==> src/rtl/fxp_pkg.sv <==
package fxp_pkg;
    typedef enum logic [1:0] {
        OP_MOVE = 2'b00,
        OP_ADD  = 2'b01,
        OP_AND  = 2'b10,
        OP_XOR  = 2'b11
    } alu_op_e;

    typedef enum logic [1:0] {
        BG_NONE = 2'b00,
        BG_DEST = 2'b01,
        BG_SRC  = 2'b10
    } bg_sel_e;
endpackage

==> src/rtl/fxp_rotmask.sv <==
module fxp_rotmask #(
    parameter int W  = 8,
    parameter int LW = $clog2(W)
) (
    input  logic [W-1:0]  src,
    input  logic [LW-1:0] rot,
    input  logic [LW-1:0] len,
    input  logic          mask_en,
    output logic [W-1:0]  operand
);
    localparam logic [W-1:0]  ONES = '1;
    localparam logic [LW-1:0] TOP  = LW'(W - 1);

    logic [2*W-1:0] doubled;
    logic [2*W-1:0] spun;
    logic [W-1:0]   fieldmask;

    always_comb begin
        doubled   = {src, src};
        spun      = doubled >> rot;
        fieldmask = ONES >> (TOP - len);
        operand   = mask_en ? (spun[W-1:0] & fieldmask) : spun[W-1:0];
    end
endmodule

==> src/rtl/fxp_alu.sv <==
module fxp_alu
    import fxp_pkg::*;
#(
    parameter int W = 8
) (
    input  logic [W-1:0] a,
    input  logic [W-1:0] b,
    input  alu_op_e      op,
    output logic [W-1:0] y,
    output logic         carry
);
    logic [W:0] sum;

    always_comb begin
        sum   = {1'b0, a} + {1'b0, b};
        carry = 1'b0;
        unique case (op)
            OP_MOVE: y = a;
            OP_ADD: begin
                y     = sum[W-1:0];
                carry = sum[W];
            end
            OP_AND:  y = a & b;
            OP_XOR:  y = a ^ b;
            default: y = a;
        endcase
    end
endmodule

==> src/rtl/fxp_merge.sv <==
module fxp_merge
    import fxp_pkg::*;
#(
    parameter int W  = 8,
    parameter int LW = $clog2(W)
) (
    input  logic [W-1:0]  alu_y,
    input  logic [LW-1:0] pos,
    input  logic [LW-1:0] len,
    input  logic [W-1:0]  background,
    input  bg_sel_e       sel,
    output logic [W-1:0]  merged
);
    localparam logic [W-1:0]  ONES = '1;
    localparam logic [LW-1:0] TOP  = LW'(W - 1);

    logic [W-1:0] placed;
    logic [W-1:0] window;

    always_comb begin
        placed = alu_y << pos;
        window = (ONES >> (TOP - len)) << pos;
        unique case (sel)
            BG_DEST, BG_SRC: merged = (background & ~window) | (placed & window);
            default:         merged = placed;
        endcase
    end
endmodule

==> src/rtl/field_xfer_path.sv <==
module field_xfer_path
    import fxp_pkg::*;
#(
    parameter int W  = 8,
    parameter int LW = $clog2(W)
) (
    input  logic          clk,
    input  logic          rst_n,
    input  logic          valid_i,
    input  logic [W-1:0]  src_i,
    input  logic [LW-1:0] rot_i,
    input  logic [LW-1:0] len_i,
    input  logic [LW-1:0] pos_i,
    input  logic [1:0]    op_i,
    input  logic [W-1:0]  acc_i,
    input  logic [W-1:0]  dst_i,
    input  logic          src_io_i,
    input  logic          dst_io_i,
    input  logic          same_bank_i,
    output logic [W-1:0]  result_o,
    output logic          res_valid_o,
    output logic          ovf_o
);
    logic [W-1:0] operand;
    logic [W-1:0] alu_y;
    logic         alu_carry;
    logic [W-1:0] latch_bg;
    logic [W-1:0] merged;
    bg_sel_e      bg_sel;
    alu_op_e      op_sel;

    assign op_sel = alu_op_e'(op_i);

    // Choice of what the I/O latch holds for this request
    always_comb begin
        unique case ({dst_io_i, src_io_i})
            2'b10:   bg_sel = BG_DEST;
            2'b11:   bg_sel = same_bank_i ? BG_SRC : BG_NONE;
            default: bg_sel = BG_NONE;
        endcase
        unique case (bg_sel)
            BG_DEST: latch_bg = dst_i;
            BG_SRC:  latch_bg = src_i;
            default: latch_bg = '0;
        endcase
    end

    fxp_rotmask #(.W(W), .LW(LW)) u_rotmask (
        .src     (src_i),
        .rot     (rot_i),
        .len     (len_i),
        .mask_en (src_io_i),
        .operand (operand)
    );

    fxp_alu #(.W(W)) u_alu (
        .a     (operand),
        .b     (acc_i),
        .op    (op_sel),
        .y     (alu_y),
        .carry (alu_carry)
    );

    fxp_merge #(.W(W), .LW(LW)) u_merge (
        .alu_y      (alu_y),
        .pos        (pos_i),
        .len        (len_i),
        .background (latch_bg),
        .sel        (bg_sel),
        .merged     (merged)
    );

    always_ff @(posedge clk) begin
        if (!rst_n) begin
            result_o    <= '0;
            res_valid_o <= 1'b0;
            ovf_o       <= 1'b0;
        end else begin
            res_valid_o <= valid_i;
            if (valid_i) begin
                result_o <= merged;
                if (op_sel == OP_ADD) begin
                    ovf_o <= alu_carry;
                end
            end
        end
    end
endmodule

==> config.mk <==
export PLATFORM = sky130hd
export DESIGN_NAME = field_xfer_path
export DESIGN_NICKNAME = d
export VERILOG_FILES = /design/src/rtl/fxp_pkg.sv /design/src/rtl/fxp_rotmask.sv /design/src/rtl/fxp_alu.sv /design/src/rtl/fxp_merge.sv /design/src/rtl/field_xfer_path.sv
export SDC_FILE = /design/constraint.sdc
export NUM_CORES = 1
export LEC_CHECK = 0
export BUFFER_PORTS_ARGS = -buffer_cell sky130_fd_sc_hd__buf_2
export CORE_UTILIZATION = 41
export CTS_BUF_LIST = sky130_fd_sc_hd__clkbuf_4 sky130_fd_sc_hd__clkbuf_8
export DETAILED_ROUTE_END_ITERATION = 6
export GPL_ROUTABILITY_DRIVEN = 0
export PLACE_DENSITY_LB_ADDON = 0.15
export SLEW_MARGIN = 30
export SYNTH_ARGS = -nofsm -noshare
export SYNTH_HDL_FRONTEND = slang
export SYNTH_SLANG_ARGS = --single-unit
==> constraint.sdc <==
create_clock -name clk -period 5.65 [get_ports clk]
set_input_delay 0.565 -clock clk [delete_from_list [all_inputs] [get_ports clk]]
set_output_delay 0.565 -clock clk [all_outputs]
set_load 0.005 [all_outputs]
==> out/qor.csv, run 1 <==
stage;metric;value;unit
clock_network;cts_tree;done;
setup_path;cp-end-kind;flop;
route;first_iter_violations;243;
clock_network;postCtsSetupRepairBufs;0;
floorplanning;dieWidth;71.55;um
flow_run;maxCapViolCount;0;
finish;final.fill_count;459;
pwr;p_leak;0.9709;nW
logic_synthesis;yosys_warnings;0;
timing;finalHoldViolCount;0;
route;drc;0;
global_routing;grt_pass1_vias;1908;
clock_network;hold_buffers;0;
logic_synthesis;synth-seq-cells;10;
timing;worstMarginPinSlew;0.6385;ns
setup_path;cpPeakStageDelay;0.57;ns
timing;relSlewSlack;57.11;%
finish;layout.nets;354;
placement;place_ws;1.976;ns
logic_synthesis;synth_top_flop_cell;dfxtp_1;
setup_path;worst-r2r-cell-count;3;
setup_path;cpMostUsedCell;a21oi_1;
clock_network;h-tree-depth;1;
setup_path;crit_path_top_delay_cell;mux4_2;
timing;fmax;0.2918;GHz
clock_network;clock_sinks;10;
floorplanning;pin_count;51;
clock_network;cts_made_buffers;3;
timing;setup_viol;0;
placement;dp_hpwl;4.607;mm
placement;port_buffers;50;
global_routing;gr-usage-all-layers;22.67;%
pwr;p_per_area;171.2;nW/um2
logic_synthesis;async_reset_ff_share;0;%
finish;syn2layout_area_growth;13.94;%
timing;setup_slack;2.223;ns
logic_synthesis;yosysSeqAreaShare;10.09;%
floorplanning;die_area;5119;um2
setup_path;crit_required;5.78;ns
route;drt_wl_total;5.744;mm
pwr;peakVddDrop;0.00006931;V
route;drtAntennaViolNets;0;
timing;final_max_slew_viol_count;0;
timing;holdWs;0.4883;ns
floorplanning;core_area;4504;um2
outcome;status;completed;
logic_synthesis;syn_nets;321;
clock_network;clk_latency;0.24;ns
clock_network;cts.reportedPaths.clkPinSlew;0.05;ns
clock_network;cts_resized;0;
logic_synthesis;syn_area;1983;um2
setup_path;crit_path_max_fanout;12;
logic_synthesis;synth.distinct_cells;62;
timing;rsz0062_at_grt;no;
global_routing;grt_antenna_before_repair;0;
clock_network;cts_buffer_depth;2;
global_routing;grt_pass1_wl;9.197;mm
route;vias;2179;
timing;finalCritPeriodShare;60.65;%
min_path;hp-class;reg2reg;
logic_synthesis;postSynthAreaPerCell;7.400;um2
route;avgRoutedWirePerCell;16.32;um
route;vias_per_cell;6.190;
logic_synthesis;synth-edff-count;0;
setup_path;cp-start-kind;input port;
setup_path;critPathArrivalTime;3.55;ns
setup_path;path_cells;buf_2 > mux4_2 > mux2_2 > ha_1 > fa_1 > nand3_1 > a21oi_1 > xnor2_1 > a21oi_1 > a22o_1 > a221oi_1 > o21ai_1;
floorplanning;die_height;71.55;um
floorplanning;start_util;44.03;%
finish;drive_gt1_share;23.00;%
global_routing;overflow;0;
pwr;finalPower;0.0003869;W
timing;finalSetupTns;0;ns
route;first_pass_iters;4;
global_routing;grt_max_degree;21;
timing;min_period;3.427;ns
timing;finClkSkew;0;ns
setup_path;worstSetupPathType;in2reg;
logic_synthesis;syn_inst;268;
floorplanning;placementRows;24;
clock_network;root_buffer;clkbuf_8;
finish;antenna_cells;0;
min_path;holdPathStages;2;
==> flip-flops by register name, indices dropped and copies added (netlist names) <==
register	flops
res_valid_o	1
result_o	8
ovf_o	1
==> cell usage in the layout (no fill, tap or decap), drive strengths merged, types with 3 or more instances in the layout <==
master   n
buf     50
a21oi   23
nand2   21
nor2    19
inv     16
mux2i   16
o21ai   16
ha      11
a22oi   10
dfxtp   10
a31oi    8
nand3    7
nor3     7
nor2b    6
o211ai   6
mux4     6
a211oi   5
or3      4
a221oi   4
clkbuf   4
a211o    3
nand4    3
==> per-stage QoR <==
step | instance area [um2] | util (%) | instances
final | 2260 | 50.17 | 352
after global routing | 2260 | 50.17 | 352
after CTS | 2260 | 50.17 | 352
after detailed placement | 2205 | 48.94 | 348
after global placement | 2205 | 48.94 | 348
after floorplan | 1983 | - | 268
==> path summary, 6_finish.rpt <==
| check | slack [ns] | to | startpoint |
|---|---|---|---|
| worst max-delay path | 2.22 | result_o[6]$_SDFFE_PN0P_ | rot_i[0] |
| worst min-delay path | 0.49 | result_o[0]$_SDFFE_PN0P_ | result_o[0]$_SDFFE_PN0P_ |
| worst max register to register | 4.66 | result_o[4]$_SDFFE_PN0P_ | result_o[4]$_SDFFE_PN0P_ |
| worst min register to register | 0.49 | result_o[0]$_SDFFE_PN0P_ | result_o[0]$_SDFFE_PN0P_ |
==> per-layer routing <==
metal / share of wire (%) / up-vias / wire length [um] / GRT usage [%]
met5: 0 / - / 0 / 0
met4: 0.26 / 0 / 15 / 1.961
met3: 5.4 / 4 / 313 / 2.954
met2: 45 / 69 / 2579 / 36.40
met1: 49 / 1007 / 2835 / 33.74
li1: - / 1099 / - / -
==> kinds of logic (layout without fill, tap and decap cells) <==
family	count (synthesis)	count (layout)	share of synthesized area, %
adders and majority gates	13	13	8.454
buffers and inverters	38	70	7.760
and+or+nand+nor	75	75	18.04
AOI/OAI and AO/OA	105	105	37.29
DFF	10	10	10.09
xor gates and xnor gates	3	3	1.325
muxes	24	24	17.03
==> critical path, delay by kind of cell <==
kind | cells | cell delay, ns
compound gates | 5 | 0.90
xor+xnor | 1 | 0.14
fa+ha+maj | 2 | 0.65
buf+inv | 1 | 0.29
mux | 2 | 0.87
simple gates | 1 | 0.15
==> cell usage after synthesis (2+ instances only) <==
cell type / number / area, um2
o21a_1: 2 / 15.01
nand2b_1: 2 / 12.51
nand4_1: 3 / 18.77
a31o_2: 2 / 17.52
and2_1: 2 / 12.51
o21ai_0: 12 / 60.06
nor2_1: 19 / 71.32
or3_1: 4 / 25.02
o211ai_1: 6 / 45.04
a21oi_1: 21 / 105.1
buf_2: 3 / 15.01
mux2i_1: 14 / 140.1
a211o_1: 3 / 26.28
o221ai_1: 2 / 17.52
nand2_1: 21 / 78.83
a31oi_1: 8 / 50.05
clkbuf_1: 17 / 63.81
o31a_1: 2 / 17.52
a311oi_1: 2 / 17.52
mux4_2: 5 / 112.6
nor2b_1: 6 / 37.54
a221o_1: 2 / 20.02
nor3_1: 7 / 35.03
o21ai_1: 3 / 15.01
and4_1: 2 / 17.52
xor2_1: 2 / 17.52
a21boi_0: 2 / 15.01
a22o_1: 2 / 17.52
a211oi_1: 5 / 37.54
mux2_2: 2 / 22.52
a221oi_1: 4 / 35.03
nand3_1: 7 / 35.03
ha_1: 11 / 137.6
dfxtp_1: 10 / 200.2
a21oi_2: 2 / 17.52
inv_1: 16 / 60.06
a22oi_1: 10 / 75.07
==> where the power goes <==
part           internal [W]  switching (W)   total, W
registers         0.0000764     0.00000292  0.0000793
logic             0.0000924       0.000122   0.000214
clock network     0.0000616      0.0000320  0.0000935
==> cell type report <==
type	instances	area, um2	area share, %
repair buffers	50	250.2	11.07
inverters	16	60.06	2.658
well taps	52	65.06	2.879
clock buffers	4	55.05	2.436
flip-flops and latches	10	200.2	8.859
multi-input cells	220	1629	72.09
No activity file was read; power rests on OpenSTA's default activity.
==> inputs of run 2 (changes only) <==
==> constraint.sdc (replaced) <==
create_clock -name clk -period 3 [get_ports clk]
set_input_delay 0.3 -clock clk [delete_from_list [all_inputs] [get_ports clk]]
set_output_delay 0.3 -clock clk [all_outputs]
set_load 0.005 [all_outputs]
==> out/qor.csv, run 2 (synthesis results as in run 1) <==
stage;metric;value;unit;change
pwr;peakVddDrop;0.0001516;V;+120%
setup_path;reg2reg_to;result_o[4]$_SDFFE_PN0P_;;
global_routing;busiest_layer;met2;;
finish;final.fill_count;459;;unchanged
timing;fmax;0.3533;GHz;
setup_path;path_cells;buf_4 > mux4_2 > mux2_2 > ha_1 > fa_2 > o32ai_1 > a41oi_1 > a21oi_1 > o21ai_1 > a211o_1 > a31oi_1;;
clock_network;clk_latency;0.24;ns;about the same
clock_network;h-tree-depth;1;;unchanged
clock_network;postCtsSetupRepairBufs;0;;unchanged
finish;fin_util;54.53;%;+4.4 points
finish;largest_register_ffs;8;;unchanged
route;drc;0;;unchanged
clock_network;cts_tree;done;;
route;first_pass_iters;4;;unchanged
clock_network;hold_buffers;0;;unchanged
finish;layout_commonest_cell;buf_2;;
setup_path;crit_path_top_delay_cell;mux4_2;;
pwr;p_sw;0.0003089;W;+97%
route;vias_per_cell;6.121;;-1.1%
setup_path;r2r_start;result_o[4]$_SDFFE_PN0P_;;
global_routing;grt.met2_usage;40.32;%;+3.9 points
setup_path;cp-start-kind;input port;;
global_routing;overflow;0;;unchanged
pwr;p_per_area;315.4;nW/um2;+84%
setup_path;cpPeakStageDelay;0.51;ns;-0.06 ns
min_path;min_to;result_o[2]$_SDFFE_PN0P_;;
outcome;status;completed;;
global_routing;grtUsageMet3;3.235;%;+0.28 points
min_path;hp-class;in2reg;;
pwr;p_leak;1.077;nW;+11%
floorplanning;die_area;5119;um2;unchanged
setup_path;crit_required;3.18;ns;-2.60 ns
finish;layout.nets;375;;+5.9%
timing;setup_slack;0.1693;ns;-2.054 ns
floorplanning;die_height;71.55;um;unchanged
global_routing;grt_pass1_vias;2149;;+13%
pwr;seq_power_share;19.2;%;-1.3 points
timing;final_max_slew_viol_count;0;;unchanged
timing;setup_viol;0;;unchanged
global_routing;use_met1;34.63;%;+0.90 points
clock_network;cts_made_buffers;3;;unchanged
global_routing;grt_max_degree;21;;unchanged
setup_path;r2r_slack;2.01;ns;-2.65 ns
finish;top_register;result_o;;
timing;rsz0062_at_grt;no;;
floorplanning;start_util;44.03;%;unchanged
placement;dp_hpwl;4.883;mm;+6.0%
finish;fin_area;2456;um2;+8.7%
min_path;holdPathStages;3;;+1
finish;largestRegisters;result_o x8, ovf_o x1, res_valid_o x1;;
setup_path;crit_path_max_fanout;4;;-8
timing;min_period;2.831;ns;
setup_path;critPathArrivalTime;3.01;ns;-0.54 ns
global_routing;gr-usage-all-layers;24.22;%;+1.6 points
setup_path;worstSetupPathType;in2reg;;
timing;finClkSkew;0;ns;unchanged
timing;relSlewSlack;63.20;%;+6.1 points
clock_network;root_buffer;clkbuf_8;;
min_path;hold_start;rst_n;;
flow_run;maxCapViolCount;0;;unchanged
clock_network;cts_buffer_depth;2;;unchanged
floorplanning;dieWidth;71.55;um;unchanged
route;drtAntennaViolNets;0;;unchanged
pwr;power_frac_clock;22.5;%;-1.7 points
placement;port_buffers;50;;unchanged
placement;dpl_cell_area;2362;um2;+7.2%
finish;layout_common_cells;49 x buf_2, 22 x buf_4, 21 x nand2_1, 20 x a21oi_1, 18 x nor2_1;;
placement;place_ws;-0.1627;ns;-2.139 ns
finish;syn2layout_area_growth;23.85;%;
pwr;switching_share;39.86;%;-0.60 points
floorplanning;placementRows;24;;unchanged
floorplanning;core_area;4504;um2;unchanged
route;drt_wl_total;6.023;mm;+4.9%
global_routing;grt_pass1_wl;9.956;mm;+8.3%
clock_network;cts.reportedPaths.clkPinSlew;0.05;ns;about the same
route;vias;2283;;+4.8%
setup_path;worst-r2r-cell-count;3;;unchanged
clock_network;clock_sinks;10;;unchanged
setup_path;cp-end-kind;flop;;
route;first_iter_violations;206;;-15%
global_routing;grt_antenna_before_repair;0;;unchanged
route;avgRoutedWirePerCell;16.15;um;-1.0%
pwr;cellInternalPower;0.0004659;W;+100%
finish;antenna_cells;0;;unchanged
timing;finalHoldViolCount;0;;unchanged
floorplanning;pin_count;51;;unchanged
finish;drive_gt1_share;29.91;%;+6.9 points
pwr;comb_power_share;58.3;%;+3.0 points
timing;worstMarginPinSlew;0.5478;ns;-0.09066 ns
timing;finalCritPeriodShare;94.36;%;
## run 2: what timing repair did
action / in CTS / in global routing
endpoints found under the hold margin: 0 / 0
resized for setup: 0 / 9
endpoints found under the setup margin: 0 / 4
## run 2: power by group through the flow
| stage | combinational, W | clock [W] | sequential [W] |
|---|---|---|---|
| detailed placement | 0.000433 | 0 | 0.000151 |
| finish | 0.000452 | 0.000174 | 0.000149 |
| global placement | 0.000431 | 0 | 0.000151 |
| floorplan | 0.000293 | 0 | 0.000152 |
| CTS | 0.000436 | 0.000177 | 0.000149 |
| global route | 0.000498 | 0.000182 | 0.000150 |
## run 2: how the worst max path moves through the flow
stage / startpoint / end / slack, ns / cells past startpoint
2_1_floorplan: rot_i[0] / result_o[6]$_SDFFE_PN0P_ / 0.13 / 12
3_3_place_gp: rot_i[0] / result_o[6]$_SDFFE_PN0P_ / -0.12 / 13
3_5_place_dp: rot_i[0] / result_o[6]$_SDFFE_PN0P_ / -0.16 / 12
4_1_cts: rot_i[0] / result_o[2]$_SDFFE_PN0P_ / 0.09 / 11
5_1_grt: rot_i[0] / result_o[6]$_SDFFE_PN0P_ / 0.05 / 13
6_report: rot_i[0] / result_o[2]$_SDFFE_PN0P_ / 0.17 / 11
## run 2: critical path, delay by kind of cell
family | cells | cell delay [ns]
buffers and inverters | 1 | 0.11
muxes | 2 | 0.80
AOI/OAI and AO/OA | 6 | 1.18
adders and majority gates | 2 | 0.59
## run 2: layer usage
| layer | vias up | share of wire, % |
|---|---|---|
| met3 | 4 | 5.9 |
| met1 | 1049 | 48 |
| met2 | 84 | 45 |
| met4 | 0 | 0.46 |
| met5 | - | 0 |
| li1 | 1146 | - |
## run 2: cell type report
cell class	count	area [um2]	area share (%)
Multi-Input combinational cell	220	1665	67.80
Clock buffer	4	55.05	2.241
Inverter	16	60.06	2.445
Sequential cell	10	200.2	8.151
Timing Repair Buffer	71	410.4	16.71
Tap cell	52	65.06	2.649
## run 2: metrics by stage
| step | setup TNS [ns] | hold slack [ns] | total power, W | std cells |
|---|---|---|---|---|
| global route | 0 | 0.3898 | 0.0008302 | 373 |
| detailed placement | -0.5477 | 0.4816 | 0.0005843 | 369 |
| CTS | 0 | 0.3602 | 0.0007616 | 373 |
| global placement | -0.3877 | 0.4808 | 0.0005823 | 369 |
| finish | 0 | 0.3653 | 0.0007748 | 373 |
| floorplan | 0 | 0.4378 | 0.0004457 | 268 |
